### src/rtl/cfgp_pkg.sv
package cfgp_pkg;

   typedef enum logic [2:0] {
      ST_HUNT,
      ST_CMD,
      ST_ARG,
      ST_DATA,
      ST_TRAIL
   } prs_state_t;

   localparam logic [3:0] OP_SYS      = 4'd0;
   localparam logic [3:0] OP_BANK     = 4'd1;
   localparam logic [3:0] OP_CRCCHK   = 4'd2;
   localparam logic [3:0] OP_BOOTADDR = 4'd4;
   localparam logic [3:0] OP_OSC      = 4'd5;
   localparam logic [3:0] OP_WIDTH    = 4'd6;
   localparam logic [3:0] OP_HEIGHT   = 4'd7;
   localparam logic [3:0] OP_OFFSET   = 4'd8;
   localparam logic [3:0] OP_BOOTMODE = 4'd9;

   localparam int unsigned SUB_CFG_WR  = 1;
   localparam int unsigned SUB_RD_A    = 2;
   localparam int unsigned SUB_RAM_WR  = 3;
   localparam int unsigned SUB_RD_B    = 4;
   localparam int unsigned SUB_CRC_CLR = 5;
   localparam int unsigned SUB_WAKE    = 6;
   localparam int unsigned SUB_REBOOT  = 8;

   localparam int unsigned BM_WARM_OFF = 0;
   localparam int unsigned BM_COLD_ON  = 16;
   localparam int unsigned BM_WARM_ON  = 32;

   localparam int unsigned OSC_MAX = 2;

   function automatic logic opcode_known(input logic [3:0] op);
      case (op)
         OP_SYS, OP_BANK, OP_CRCCHK, OP_BOOTADDR, OP_OSC,
         OP_WIDTH, OP_HEIGHT, OP_OFFSET, OP_BOOTMODE: opcode_known = 1'b1;
         default:                                     opcode_known = 1'b0;
      endcase
   endfunction

endpackage

### src/rtl/cfgp_sync_hunt.sv
module cfgp_sync_hunt #(
   parameter int unsigned         SYNC_BYTES = 4,
   parameter logic [8*SYNC_BYTES-1:0] SYNC_WORD = 32'h7EAA997E
) (
   input  logic       clk,
   input  logic       rst_n,
   input  logic       hunting,
   input  logic       shift,
   input  logic [7:0] byte_in,
   output logic       hit
);
   localparam int unsigned WIN_W  = 8 * SYNC_BYTES;
   localparam int unsigned FILL_W = $clog2(SYNC_BYTES + 1);

   logic [WIN_W-1:0]  win_q;
   logic [WIN_W-1:0]  win_nx;
   logic [FILL_W-1:0] fill_q;
   logic              full_nx;

   generate
      if (SYNC_BYTES == 1) begin : g_single
         assign win_nx = byte_in;
      end else begin : g_multi
         assign win_nx = {win_q[WIN_W-9:0], byte_in};
      end
   endgenerate

   assign full_nx = (fill_q >= FILL_W'(SYNC_BYTES - 1));
   assign hit     = hunting && shift && full_nx && (win_nx == SYNC_WORD);

   always_ff @(posedge clk or negedge rst_n) begin
      if (!rst_n) begin
         win_q  <= '0;
         fill_q <= '0;
      end else if (hunting && shift) begin
         win_q <= win_nx;
         if (fill_q != FILL_W'(SYNC_BYTES)) begin
            fill_q <= fill_q + 1'b1;
         end
      end
   end

endmodule

### src/rtl/cfgp_crc16.sv
module cfgp_crc16 #(
   parameter int unsigned     CRC_W = 16,
   parameter logic [CRC_W-1:0] POLY = 16'h1021,
   parameter logic [CRC_W-1:0] INIT = 16'hFFFF
) (
   input  logic             clk,
   input  logic             rst_n,
   input  logic             load_init,
   input  logic             absorb,
   input  logic [7:0]       byte_in,
   output logic [CRC_W-1:0] crc_nx
);
   logic [CRC_W-1:0] crc_q;
   logic [CRC_W-1:0] stepped;

   always_comb begin
      stepped = crc_q;
      for (int b = 7; b >= 0; b--) begin
         if (stepped[CRC_W-1] ^ byte_in[b]) begin
            stepped = {stepped[CRC_W-2:0], 1'b0} ^ POLY;
         end else begin
            stepped = {stepped[CRC_W-2:0], 1'b0};
         end
      end
      crc_nx = absorb ? stepped : crc_q;
   end

   always_ff @(posedge clk or negedge rst_n) begin
      if (!rst_n) begin
         crc_q <= INIT;
      end else if (load_init) begin
         crc_q <= INIT;
      end else begin
         crc_q <= crc_nx;
      end
   end

endmodule

### src/rtl/cfgp_cmd_engine.sv
module cfgp_cmd_engine
   import cfgp_pkg::*;
#(
   parameter int unsigned DIM_W = 16,
   parameter int unsigned PAY_W = 32,
   parameter int unsigned CRC_W = 16
) (
   input  logic             clk,
   input  logic             rst_n,
   input  logic             in_valid,
   input  logic [7:0]       in_byte,
   input  logic             sync_hit,
   input  logic [DIM_W-1:0] cur_width,
   input  logic [DIM_W-1:0] cur_height,
   input  logic [CRC_W-1:0] crc_nx,
   output logic             hunting,
   output logic             crc_absorb,
   output logic             crc_load,
   output logic             exec,
   output logic [3:0]       exec_op,
   output logic [PAY_W-1:0] exec_val,
   output logic             synced,
   output logic             blk_valid,
   output logic [7:0]       blk_byte,
   output logic             blk_is_bram,
   output logic             wake_pulse,
   output logic             proto_err,
   output logic             crc_err
);
   localparam int unsigned CNT_W = 2 * DIM_W;

   prs_state_t       state_q;
   logic [3:0]       op_q;
   logic [3:0]       left_q;
   logic [PAY_W-1:0] arg_q;
   logic [CNT_W-1:0] cnt_q;
   logic             trail_second_q;

   logic [3:0]       cmd_op;
   logic [3:0]       cmd_len;
   logic             is_sys;
   logic             blk_start;
   logic [CNT_W-1:0] blk_prod;
   logic [CNT_W-1:0] blk_len;
   logic             bad_cmd;
   logic             bad_val;
   logic             bad_trail;
   logic             crc_fail;

   assign cmd_op  = in_byte[7:4];
   assign cmd_len = in_byte[3:0];
   assign hunting = (state_q == ST_HUNT);

   always_comb begin
      exec     = 1'b0;
      exec_op  = (state_q == ST_CMD) ? cmd_op : op_q;
      exec_val = '0;
      if (in_valid) begin
         case (state_q)
            ST_CMD: exec = (cmd_len == 4'd0);
            ST_ARG: begin
               exec     = (left_q == 4'd1);
               exec_val = {arg_q[PAY_W-9:0], in_byte};
            end
            default: exec = 1'b0;
         endcase
      end
   end

   assign crc_absorb = in_valid && !hunting;
   assign is_sys     = exec && (exec_op == OP_SYS);
   assign blk_start  = is_sys && ((exec_val == PAY_W'(SUB_CFG_WR)) ||
                                  (exec_val == PAY_W'(SUB_RAM_WR)));
   assign crc_load   = sync_hit || (is_sys && (exec_val == PAY_W'(SUB_CRC_CLR)));
   assign blk_prod   = {{DIM_W{1'b0}}, cur_width} * {{DIM_W{1'b0}}, cur_height};
   assign blk_len    = blk_prod >> 3;

   always_comb begin
      bad_val = 1'b0;
      if (exec) begin
         case (exec_op)
            OP_SYS: bad_val = !((exec_val >= PAY_W'(SUB_CFG_WR) &&
                                 exec_val <= PAY_W'(SUB_WAKE)) ||
                                exec_val == PAY_W'(SUB_REBOOT));
            OP_BOOTMODE: bad_val = !(exec_val == PAY_W'(BM_WARM_OFF) ||
                                     exec_val == PAY_W'(BM_COLD_ON) ||
                                     exec_val == PAY_W'(BM_WARM_ON));
            OP_OSC: bad_val = (exec_val > PAY_W'(OSC_MAX));
            default: bad_val = 1'b0;
         endcase
      end
   end

   assign bad_cmd   = in_valid && (state_q == ST_CMD) && !opcode_known(cmd_op);
   assign bad_trail = in_valid && (state_q == ST_TRAIL) && (in_byte != 8'h00);
   assign crc_fail  = exec && (exec_op == OP_CRCCHK) && (crc_nx != '0);

   always_ff @(posedge clk or negedge rst_n) begin
      if (!rst_n) begin
         state_q        <= ST_HUNT;
         op_q           <= '0;
         left_q         <= '0;
         arg_q          <= '0;
         cnt_q          <= '0;
         trail_second_q <= 1'b0;
         synced         <= 1'b0;
         blk_valid      <= 1'b0;
         blk_byte       <= '0;
         blk_is_bram    <= 1'b0;
         wake_pulse     <= 1'b0;
         proto_err      <= 1'b0;
         crc_err        <= 1'b0;
      end else begin
         blk_valid  <= in_valid && (state_q == ST_DATA);
         blk_byte   <= in_byte;
         wake_pulse <= is_sys && (exec_val == PAY_W'(SUB_WAKE));
         proto_err  <= proto_err || bad_cmd || bad_val || bad_trail;
         crc_err    <= crc_err || crc_fail;
         if (sync_hit) begin
            synced <= 1'b1;
         end
         if (blk_start) begin
            blk_is_bram <= (exec_val == PAY_W'(SUB_RAM_WR));
         end

         if (in_valid) begin
            case (state_q)
               ST_HUNT: begin
                  if (sync_hit) begin
                     state_q <= ST_CMD;
                  end
               end
               ST_CMD: begin
                  if (cmd_len != 4'd0) begin
                     state_q <= ST_ARG;
                     op_q    <= cmd_op;
                     left_q  <= cmd_len;
                     arg_q   <= '0;
                  end else if (blk_start) begin
                     state_q        <= (blk_len == '0) ? ST_TRAIL : ST_DATA;
                     cnt_q          <= blk_len;
                     trail_second_q <= 1'b0;
                  end
               end
               ST_ARG: begin
                  arg_q  <= {arg_q[PAY_W-9:0], in_byte};
                  left_q <= left_q - 1'b1;
                  if (left_q == 4'd1) begin
                     if (blk_start) begin
                        state_q        <= (blk_len == '0) ? ST_TRAIL : ST_DATA;
                        cnt_q          <= blk_len;
                        trail_second_q <= 1'b0;
                     end else begin
                        state_q <= ST_CMD;
                     end
                  end
               end
               ST_DATA: begin
                  cnt_q <= cnt_q - 1'b1;
                  if (cnt_q == CNT_W'(1)) begin
                     state_q <= ST_TRAIL;
                  end
               end
               ST_TRAIL: begin
                  trail_second_q <= 1'b1;
                  if (trail_second_q) begin
                     state_q <= ST_CMD;
                  end
               end
               default: state_q <= ST_HUNT;
            endcase
         end
      end
   end

endmodule

### src/rtl/cfgp_cfg_regs.sv
module cfgp_cfg_regs
   import cfgp_pkg::*;
#(
   parameter int unsigned BANK_W = 2,
   parameter int unsigned DIM_W  = 16,
   parameter int unsigned BOOT_W = 24,
   parameter int unsigned PAY_W  = 32
) (
   input  logic              clk,
   input  logic              rst_n,
   input  logic              exec,
   input  logic [3:0]        exec_op,
   input  logic [PAY_W-1:0]  exec_val,
   output logic [BANK_W-1:0] bank_num,
   output logic [DIM_W-1:0]  bank_width,
   output logic [DIM_W-1:0]  bank_height,
   output logic [DIM_W-1:0]  bank_offset,
   output logic [BOOT_W-1:0] boot_addr,
   output logic [1:0]        osc_range,
   output logic              warm_boot_en,
   output logic              cold_boot_en
);

   always_ff @(posedge clk or negedge rst_n) begin
      if (!rst_n) begin
         bank_num     <= '0;
         bank_width   <= '0;
         bank_height  <= '0;
         bank_offset  <= '0;
         boot_addr    <= '0;
         osc_range    <= '0;
         warm_boot_en <= 1'b0;
         cold_boot_en <= 1'b0;
      end else if (exec) begin
         case (exec_op)
            OP_BANK:     bank_num    <= exec_val[BANK_W-1:0];
            OP_WIDTH:    bank_width  <= exec_val[DIM_W-1:0];
            OP_HEIGHT:   bank_height <= exec_val[DIM_W-1:0];
            OP_OFFSET:   bank_offset <= exec_val[DIM_W-1:0];
            OP_BOOTADDR: boot_addr   <= exec_val[BOOT_W-1:0];
            OP_OSC: begin
               if (exec_val <= PAY_W'(OSC_MAX)) begin
                  osc_range <= exec_val[1:0];
               end
            end
            OP_BOOTMODE: begin
               if (exec_val == PAY_W'(BM_WARM_OFF)) begin
                  warm_boot_en <= 1'b0;
               end else if (exec_val == PAY_W'(BM_COLD_ON)) begin
                  cold_boot_en <= 1'b1;
               end else if (exec_val == PAY_W'(BM_WARM_ON)) begin
                  warm_boot_en <= 1'b1;
               end
            end
            default: ;
         endcase
      end
   end

endmodule

### src/rtl/cfg_stream_parser.sv
module cfg_stream_parser #(
   parameter int unsigned BANK_W     = 2,
   parameter int unsigned DIM_W      = 16,
   parameter int unsigned BOOT_W     = 24,
   parameter int unsigned PAY_W      = 32,
   parameter int unsigned SYNC_BYTES = 4,
   parameter logic [8*SYNC_BYTES-1:0] SYNC_WORD = 32'h7EAA997E,
   parameter logic [15:0] CRC_POLY   = 16'h1021,
   parameter logic [15:0] CRC_INIT   = 16'hFFFF
) (
   input  logic              clk,
   input  logic              rst_n,
   input  logic              in_valid,
   input  logic [7:0]        in_byte,
   output logic              synced,
   output logic [BANK_W-1:0] bank_num,
   output logic [DIM_W-1:0]  bank_width,
   output logic [DIM_W-1:0]  bank_height,
   output logic [DIM_W-1:0]  bank_offset,
   output logic [BOOT_W-1:0] boot_addr,
   output logic [1:0]        osc_range,
   output logic              warm_boot_en,
   output logic              cold_boot_en,
   output logic              blk_valid,
   output logic [7:0]        blk_byte,
   output logic              blk_is_bram,
   output logic              wake_pulse,
   output logic              proto_err,
   output logic              crc_err
);
   localparam int unsigned CRC_W = 16;

   generate
      if (PAY_W < 16 || PAY_W % 8 != 0) begin : g_bad_pay
         $error("PAY_W must be a multiple of 8 and at least 16");
      end
      if (DIM_W > PAY_W || BOOT_W > PAY_W || BANK_W > PAY_W || BANK_W == 0) begin : g_bad_field
         $error("field widths must fit in PAY_W");
      end
      if (SYNC_BYTES == 0) begin : g_bad_sync
         $error("SYNC_BYTES must be at least 1");
      end
   endgenerate

   logic             hunting;
   logic             sync_hit;
   logic             crc_absorb;
   logic             crc_load;
   logic [CRC_W-1:0] crc_nx;
   logic             exec;
   logic [3:0]       exec_op;
   logic [PAY_W-1:0] exec_val;

   cfgp_sync_hunt #(
      .SYNC_BYTES (SYNC_BYTES),
      .SYNC_WORD  (SYNC_WORD)
   ) u_hunt (
      .clk     (clk),
      .rst_n   (rst_n),
      .hunting (hunting),
      .shift   (in_valid),
      .byte_in (in_byte),
      .hit     (sync_hit)
   );

   cfgp_crc16 #(
      .CRC_W (CRC_W),
      .POLY  (CRC_POLY),
      .INIT  (CRC_INIT)
   ) u_crc (
      .clk       (clk),
      .rst_n     (rst_n),
      .load_init (crc_load),
      .absorb    (crc_absorb),
      .byte_in   (in_byte),
      .crc_nx    (crc_nx)
   );

   cfgp_cmd_engine #(
      .DIM_W (DIM_W),
      .PAY_W (PAY_W),
      .CRC_W (CRC_W)
   ) u_engine (
      .clk         (clk),
      .rst_n       (rst_n),
      .in_valid    (in_valid),
      .in_byte     (in_byte),
      .sync_hit    (sync_hit),
      .cur_width   (bank_width),
      .cur_height  (bank_height),
      .crc_nx      (crc_nx),
      .hunting     (hunting),
      .crc_absorb  (crc_absorb),
      .crc_load    (crc_load),
      .exec        (exec),
      .exec_op     (exec_op),
      .exec_val    (exec_val),
      .synced      (synced),
      .blk_valid   (blk_valid),
      .blk_byte    (blk_byte),
      .blk_is_bram (blk_is_bram),
      .wake_pulse  (wake_pulse),
      .proto_err   (proto_err),
      .crc_err     (crc_err)
   );

   cfgp_cfg_regs #(
      .BANK_W (BANK_W),
      .DIM_W  (DIM_W),
      .BOOT_W (BOOT_W),
      .PAY_W  (PAY_W)
   ) u_regs (
      .clk          (clk),
      .rst_n        (rst_n),
      .exec         (exec),
      .exec_op      (exec_op),
      .exec_val     (exec_val),
      .bank_num     (bank_num),
      .bank_width   (bank_width),
      .bank_height  (bank_height),
      .bank_offset  (bank_offset),
      .boot_addr    (boot_addr),
      .osc_range    (osc_range),
      .warm_boot_en (warm_boot_en),
      .cold_boot_en (cold_boot_en)
   );

endmodule

### config.mk
export PLATFORM = sky130hd
export DESIGN_NAME = cfg_stream_parser
export DESIGN_NICKNAME = d
export VERILOG_FILES = /design/src/rtl/cfgp_pkg.sv /design/src/rtl/cfgp_sync_hunt.sv /design/src/rtl/cfgp_crc16.sv /design/src/rtl/cfgp_cmd_engine.sv /design/src/rtl/cfgp_cfg_regs.sv /design/src/rtl/cfg_stream_parser.sv
export SDC_FILE = /design/constraint.sdc
export NUM_CORES = 1
export LEC_CHECK = 0
export BUFFER_PORTS_ARGS = -buffer_cell sky130_fd_sc_hd__clkbuf_2
export CELL_PAD_IN_SITES_DETAIL_PLACEMENT = 0
export CELL_PAD_IN_SITES_GLOBAL_PLACEMENT = 1
export CORE_UTILIZATION = 52
export DETAILED_ROUTE_END_ITERATION = 10
export GPL_ROUTABILITY_DRIVEN = 0
export GPL_TIMING_DRIVEN = 0
export PLACE_DENSITY_LB_ADDON = 0.1
export SLEW_MARGIN = 20
export SYNTH_ARGS = -nofsm -noshare
export SYNTH_HDL_FRONTEND = slang
export SYNTH_SLANG_ARGS = --single-unit
### constraint.sdc
create_clock -name clk -period 13.05 [get_ports clk]
set_clock_uncertainty 0.1 [all_clocks]
set_input_delay 1.305 -clock clk [delete_from_list [all_inputs] [get_ports clk]]
set_output_delay 1.305 -clock clk [all_outputs]
set_load 0.05 [all_outputs]
Yosys cells after proc, flatten, opt, wreduce, memory -nomap -nowiden --
Memories as Yosys holds them, arrays and structs flattened. Index checks and enable logic that the tools add are counted.
Cells by class: reduce and logical (&&, ||, !) cells 55, add/sub/neg operators 3, eq/ne operators 31, muxes and demuxes 41, $mul 1, magnitude comparators 5, bitwise gates (word level) 17
Operators with widths (count):
- $mux 32 | 5
- $mux 13 | 8
- $pmux 32 s3 | 1
- $eq 32x1->1 const B | 2
- $eq 32x3->1 const B | 2
- $logic_not 32->1 | 2
- $pmux 24 s2 | 1
- $eq 32x2->1 const B | 1
- $eq 32x31->1 const B | 1
- $eq 32x4->1 const B | 1
- $eq 32x5->1 const B | 1
- $eq 32x6->1 const B | 1
- $ge 32x1->1 const B | 1
- $gt 32x2->1 const B | 1
- $le 32x2->1 const B | 1
- $le 32x3->1 const B | 1
- $mul 16x16->32 | 1
- $mux 16 | 2
- $sub 32x1->32 const B | 1
- $mux 24 | 1
- $mux 3 | 8
- $not 3->3 | 8
- $eq 4x3->1 const B | 4
- $logic_and 1x1->1 | 16
- 34 further kinds | 82
Word-level totals: memories 1, flip-flop bits (word level) 203, memory bits (read-only) 16
Memories:
- (name not given) | depth 16, bits a word 1, rd ports 1, clocked after memory_dff 0, write ports 0, line cfgp_pkg.sv:36 | case (op)

Longest topological paths before layout --
depth after elaboration 20, mapped depth 25, mapped depth without buffers 22

Modules after synthesis --
A second synthesis with hierarchy kept.
Unflattened totals: cells, all modules 1881, area, all modules 18347.6 um^2
By module, submodules not included:
- cfgp_cmd_engine | cells an instance 1510, area an instance 13035.0 um^2, times used 1
- cfgp_cfg_regs | cells an instance 192, area an instance 3078.0 um^2, times used 1
- cfgp_sync_hunt | cells an instance 78, area an instance 1196.1 um^2, times used 1
- cfgp_crc16 | cells an instance 101, area an instance 1038.5 um^2, times used 1

Worst setup path after synthesis --
No wires, ideal clock.
path type register to register, start register u_regs.bank_height[6], end register u_engine.state_q[0], clock period less this slack 7.290 ns, data required time 12.804 ns, path slack 5.760 ns, stages on the path, launching flop included 24, data arrival time 7.044 ns, cells stage by stage dfrtp_1 -> clkbuf_1 -> clkbuf_1 -> nand2_1 -> fa_1 -> fa_1 -> inv_1 -> fa_1 -> inv_1 -> fa_1 -> fa_1 -> fa_1 -> inv_1 -> ha_1 -> clkbuf_1 -> a21oi_1 -> o21bai_1 -> a2111oi_0 -> a21oi_1 -> or3_1 -> a211oi_1 -> nand4b_1 -> nor4_1 -> o221ai_1
On the way: longest elaborated chain between the ends 6
RTL lines:
- start: declaration | line cfgp_cfg_regs.sv:16 | output logic [DIM_W-1:0] bank_height,
- start signal: assignment | line cfgp_cfg_regs.sv:38 | OP_HEIGHT: bank_height <= exec_val[DIM_W-1:0];
- $mul 16x16->32 (*) | line cfgp_cmd_engine.sv:75 | assign blk_prod = {{DIM_W{1'b0}}, cur_width} * {{DIM_W{1'b0}}, cur_height};
- $logic_not 32->1 (*) | line cfgp_cmd_engine.sv:140, cfgp_cmd_engine.sv:150
- $mux 3 (*) | line cfgp_cmd_engine.sv:140, cfgp_cmd_engine.sv:150
- $mux 3 (on tied branches) | line cfgp_cmd_engine.sv:149, cfgp_cmd_engine.sv:139
- $mux 3 (on tied branches) | line cfgp_cmd_engine.sv:148, cfgp_cmd_engine.sv:134
- $pmux 3 s5 (*) | line cfgp_cmd_engine.sv:127 | case (state_q)
- end signal: assignment | line cfgp_cmd_engine.sv:140 | state_q <= (blk_len == '0) ? ST_TRAIL : ST_DATA;
- end signal: assignment | line cfgp_cmd_engine.sv:150 | state_q <= (blk_len == '0) ? ST_TRAIL : ST_DATA;
- end: declaration | line cfgp_cmd_engine.sv:32 | prs_state_t state_q;
Every way passes the cells marked *; elsewhere a longest branch is shown, timed or not. The select of a mux whose other input is x is not followed. A chain may end at the register's enable or synchronous reset.

Final worst setup path --
start register u_regs.bank_width[3], end register u_engine.state_q[0]
On the way: longest elaborated chain between the ends 6
RTL lines:
- start: declaration | line cfgp_cfg_regs.sv:15 | output logic [DIM_W-1:0] bank_width,
- start signal: assignment | line cfgp_cfg_regs.sv:37 | OP_WIDTH: bank_width <= exec_val[DIM_W-1:0];
- $mul 16x16->32 (*) | line cfgp_cmd_engine.sv:75
- $logic_not 32->1 (*) | line cfgp_cmd_engine.sv:140, cfgp_cmd_engine.sv:150
- $mux 3 (*) | line cfgp_cmd_engine.sv:140, cfgp_cmd_engine.sv:150
- $mux 3 (on tied branches) | line cfgp_cmd_engine.sv:149, cfgp_cmd_engine.sv:139
- $mux 3 (on tied branches) | line cfgp_cmd_engine.sv:148, cfgp_cmd_engine.sv:134
- $pmux 3 s5 (*) | line cfgp_cmd_engine.sv:127
Marked as above.

==> impl_metrics.toml <==
[outcome]
outcome = "completed"

[power]
ir_drop_v = 0.0000874
power.internal_uw = 1110
seq_power_share_pct = 45.7
power-per-cell-area_nw_per_um2 = 73.4
power.clock.fraction_pct = 47.4
switching_share_pct = 24.1
static_leak_uw = 0.00898
power_frac_comb_pct = 6.9
power_switching_uw = 353

[critical_path]
critical-path-top-cell-by-count = "fa_1"
reg2reg_from = "u_regs.bank_width[3]$_DFFE_PN0P_"
worstPathCellList = "clkbuf_1 -> clkbuf_1 -> nand2_1 -> fa_1 -> fa_1 -> fa_1 -> fa_1 -> fa_1 -> fa_1 -> inv_1 -> ha_1 -> clkbuf_1 -> a21oi_1 -> o21bai_1 -> a2111oi_0 -> a21oi_1 -> or3_1 -> a211oi_1 -> nand4b_1 -> nor4_1 -> o221ai_1"
maximum_single_stage_delay_on_the_critical_path_ns = 0.63
cp-start-kind = "flip-flop"
signal_arrival_time_at_the_worst_endpoint_ns = 8.80
cp-end-kind = "flip-flop"
worstSetupPathType = "reg -> reg"
worst-endpoint-required_ns = 13.33
timing.critical_path.max_delay_family = "adder cells"
worst_r2r_endpoint = "u_engine.state_q[0]$_DFFE_PN0P_"
cp-startpoint = "u_regs.bank_width[3]$_DFFE_PN0P_"
critical_path.slowest_cell = "clkbuf_1"
reg2reg_depth = 21
worst-path-max-fanout = 10
timing.reg2reg.setup_slack_ns = 4.53
timing.critical_path.buf_inv = 4

[sta]
finalSetupTns_ns = 0
final_period_minus_worst_setup_slack_ns = 8.52
setup_viol = 0
post-route-period-util_pct = 65.3
max_slew.worst_pin.slew_ns = 0.952
max_slew_margin_pct = 36.0
timing_max_transition_violations_final = 0
clock.fmax_ghz = 0.117
final-hold-violation-count = 0
rsz_0062_raised_after_global_routing = "no"

[yosys]
netlist-cell-type-count = 78
synth.ff_latch_count = 203
syn-instance-count = 2023
synth.avg_cell_area_sq_um = 8.91
postSynth.asyncResetShare_pct = 100
synth_ff_type = "dfrtp_1"
synth.yosys.warnings = 0
ys_seq_area_share_pct = 28.3
post_synth_instance_area_sq_um = 18000
synth-edff-count = 0
synth_nets = 2337

[global_routing]
globalRouteTotalUtil_pct = 29.9
grt_pass1_vias = 15500
grt-ovfl-total = 0
antenna_found_initial = 1
grt_first_pass_wirelength_um = 83800
largest_net_degree_at_the_start_of_global_routing = 83

[clocking]
clk_pin_slew_worst_paths_ns = 0.06
postCtsHoldBufs = 0
numClockSinks = 203
cts_resized = 0
clk_path_buf_depth = 3
cts_tree = "yes"
cts-root-buf = "clkbuf_16"
clkLatencyLatePin_ns = 0.53
cts_inserted_buffers = 24
cts-htree-levels = 1
post_cts.repair.setup_buffers = 0

[min_path]
timing.hold.worst_path_depth = 1
hold_path_startpoint = "u_engine.synced$_DFFE_PN0P_"
whs_endpoint = "u_engine.synced$_DFFE_PN0P_"
holdCritPathClass = "reg -> reg"

[cells_and_area]
drive_above_1_share_pct = 10.2
utilization_pct = 59.2
final_nets = 2467
cell_area_after_layout_sq_um = 20000
post_layout_nonfiller_instances = 2619
register_cell_area_after_layout_sq_um = 5100
area_growth_pct = 10.9
layout_filler_cell_count = 3052
antennaDiodeCount = 0
multiInputGateArea_sq_um = 11700

[detailed_routing]
met3_routed_length_um = 2880
wl_per_cell_um = 19.3
detail_route.wirelength.met1_um = 21300
detail_route.wirelength_um = 50500
route.antenna.remaining_nets = 0
detail_route.first_pass.iterations = 5
total_via_count_after_detailed_routing = 15000
detailroute.wirelength.met2_um = 24700
detail_route.iter0.violations = 914
drc = 0
avgViaCountPerCell = 5.72
top_routing_layer_in_use = "met4"

[run]
timing.max_cap.violations = 0

[die]
die_width_um = 188
floorplan.rows = 67
floorplan.initialDensity_pct = 53.4
die_area_sq_um = 35400
core_area_sq_um = 33800
io-pin-count = 103
die_height_um = 188

[placement]
placed_cells_incl_taps = 2575
detailed_place_hpwl_um = 39000
portBuffers = 102
placed_cell_area_sq_um = 19200
metal layers:
layer | up-vias | GRT usage, %
met5 | - | 0
met4 | 0 | 9.47
met3 | 90 | 4.10
met2 | 449 | 50.2
met1 | 7548 | 40.0
li1 | 6892 | -
cell families after synthesis:
logic type,after synthesis,share of synthesized area [%]
fa+ha+maj,303,29.1
xor+xnor,49,2.38
buf+inv,332,6.96
mux,30,1.83
simple gates,758,20.0
flops,203,28.3
compound gates,348,11.4
placed cells by master (no fill, tap or decap), drive strengths merged, types with 5 or more instances in the layout:
cell / n
xor2: 15
dfrtp: 187
buf: 10
nand3b: 6
dfstp: 16
a31oi: 9
ha: 109
nand2: 398
nor2: 79
a211oi: 9
nor4: 25
or4: 6
a21oi: 85
xnor2: 34
o21bai: 7
clkinv: 5
clkbuf: 242
fa: 194
a21o: 8
and2: 96
nand4: 10
nor3b: 9
nand3: 35
or3: 10
o21ai: 160
inv: 221
nor3: 34
o22ai: 6
and3: 8
nor4bb: 5
or2: 13
o211ai: 20
mux2: 23
nand2b: 8
mux2i: 7
synth_stat cells, types with 33 or more instances:
cell type  count  share of area, %
nand2_1      397               8.3
inv_1        218               4.5
fa_1         194                22
dfrtp_1      187                26
o21ai_0      159               4.4
ha_1         109               7.6
clkbuf_1     105               2.2
and2_1        96               3.3
a21oi_1       85               2.4
nor2_1        77               1.6
nand3_1       35              0.97
xnor2_1       34               1.7
nor3_1        33              0.92
flip-flops by register name (all words and copies together), names as in the netlist, 16 cells and up:
signal	flops
u_regs.bank_height	16
u_regs.bank_width	16
u_regs.boot_addr	24
u_engine.cnt_q	32
u_regs.bank_offset	16
u_engine.arg_q	24
u_crc.crc_q	16
u_hunt.win_q	24
worst max-delay path by stage:
| stage | slack, ns | cells after the start | to |
|---|---|---|---|
| final | 4.53 | 21 | u_engine.state_q[0]$_DFFE_PN0P_ |
| after global placement | 4.65 | 21 | u_engine.state_q[0]$_DFFE_PN0P_ |
| after CTS | 4.59 | 21 | u_engine.state_q[0]$_DFFE_PN0P_ |
| after floorplan | 5.76 | 23 | u_engine.state_q[0]$_DFFE_PN0P_ |
| after global routing | 3.97 | 21 | u_engine.state_q[0]$_DFFE_PN0P_ |
| after detailed placement | 4.58 | 21 | u_engine.state_q[0]$_DFFE_PN0P_ |
final cells by class:
cell class	instances	area share, %
plain buffers	114	2.18
clock buffers	34	3.55
clock inverters	10	0.570
inverters	218	4.09
multi-input cells	1488	58.4
flip-flops and latches	203	25.5
well taps	448	2.80
repair buffers	104	2.87
power by group through the flow:
stage               clock (uW)  combinational, uW  sequential, uW
floorplan                    0               60.8             681
global placement             0               94.1             681
detailed placement           0                101             681
CTS                        708                102             670
global route               733                113             673
finish                     695                101             671
worst reg2reg max path: cells and delay by family (launching register included):
kind,cells,cell delay [ns]
AO/OA/AOI/OAI,6,1.64
adder cells (fa/ha/maj),7,3.50
buffers and inverters,4,1.46
flip-flops,1,0.38
AND/OR/NAND/NOR,4,1.29
metrics by stage:
| stage | power [uW] | worst slack [ns] | hold WS [ns] |
|---|---|---|---|
| after floorplan | 742 | 5.76 | 0.346 |
| after global placement | 775 | 4.65 | 0.353 |
| after detailed placement | 782 | 4.58 | 0.358 |
| after CTS | 1480 | 4.59 | 0.372 |
| after global routing | 1520 | 3.97 | 0.397 |
| final | 1470 | 4.53 | 0.366 |
Power figures use the tool's default switching activity.
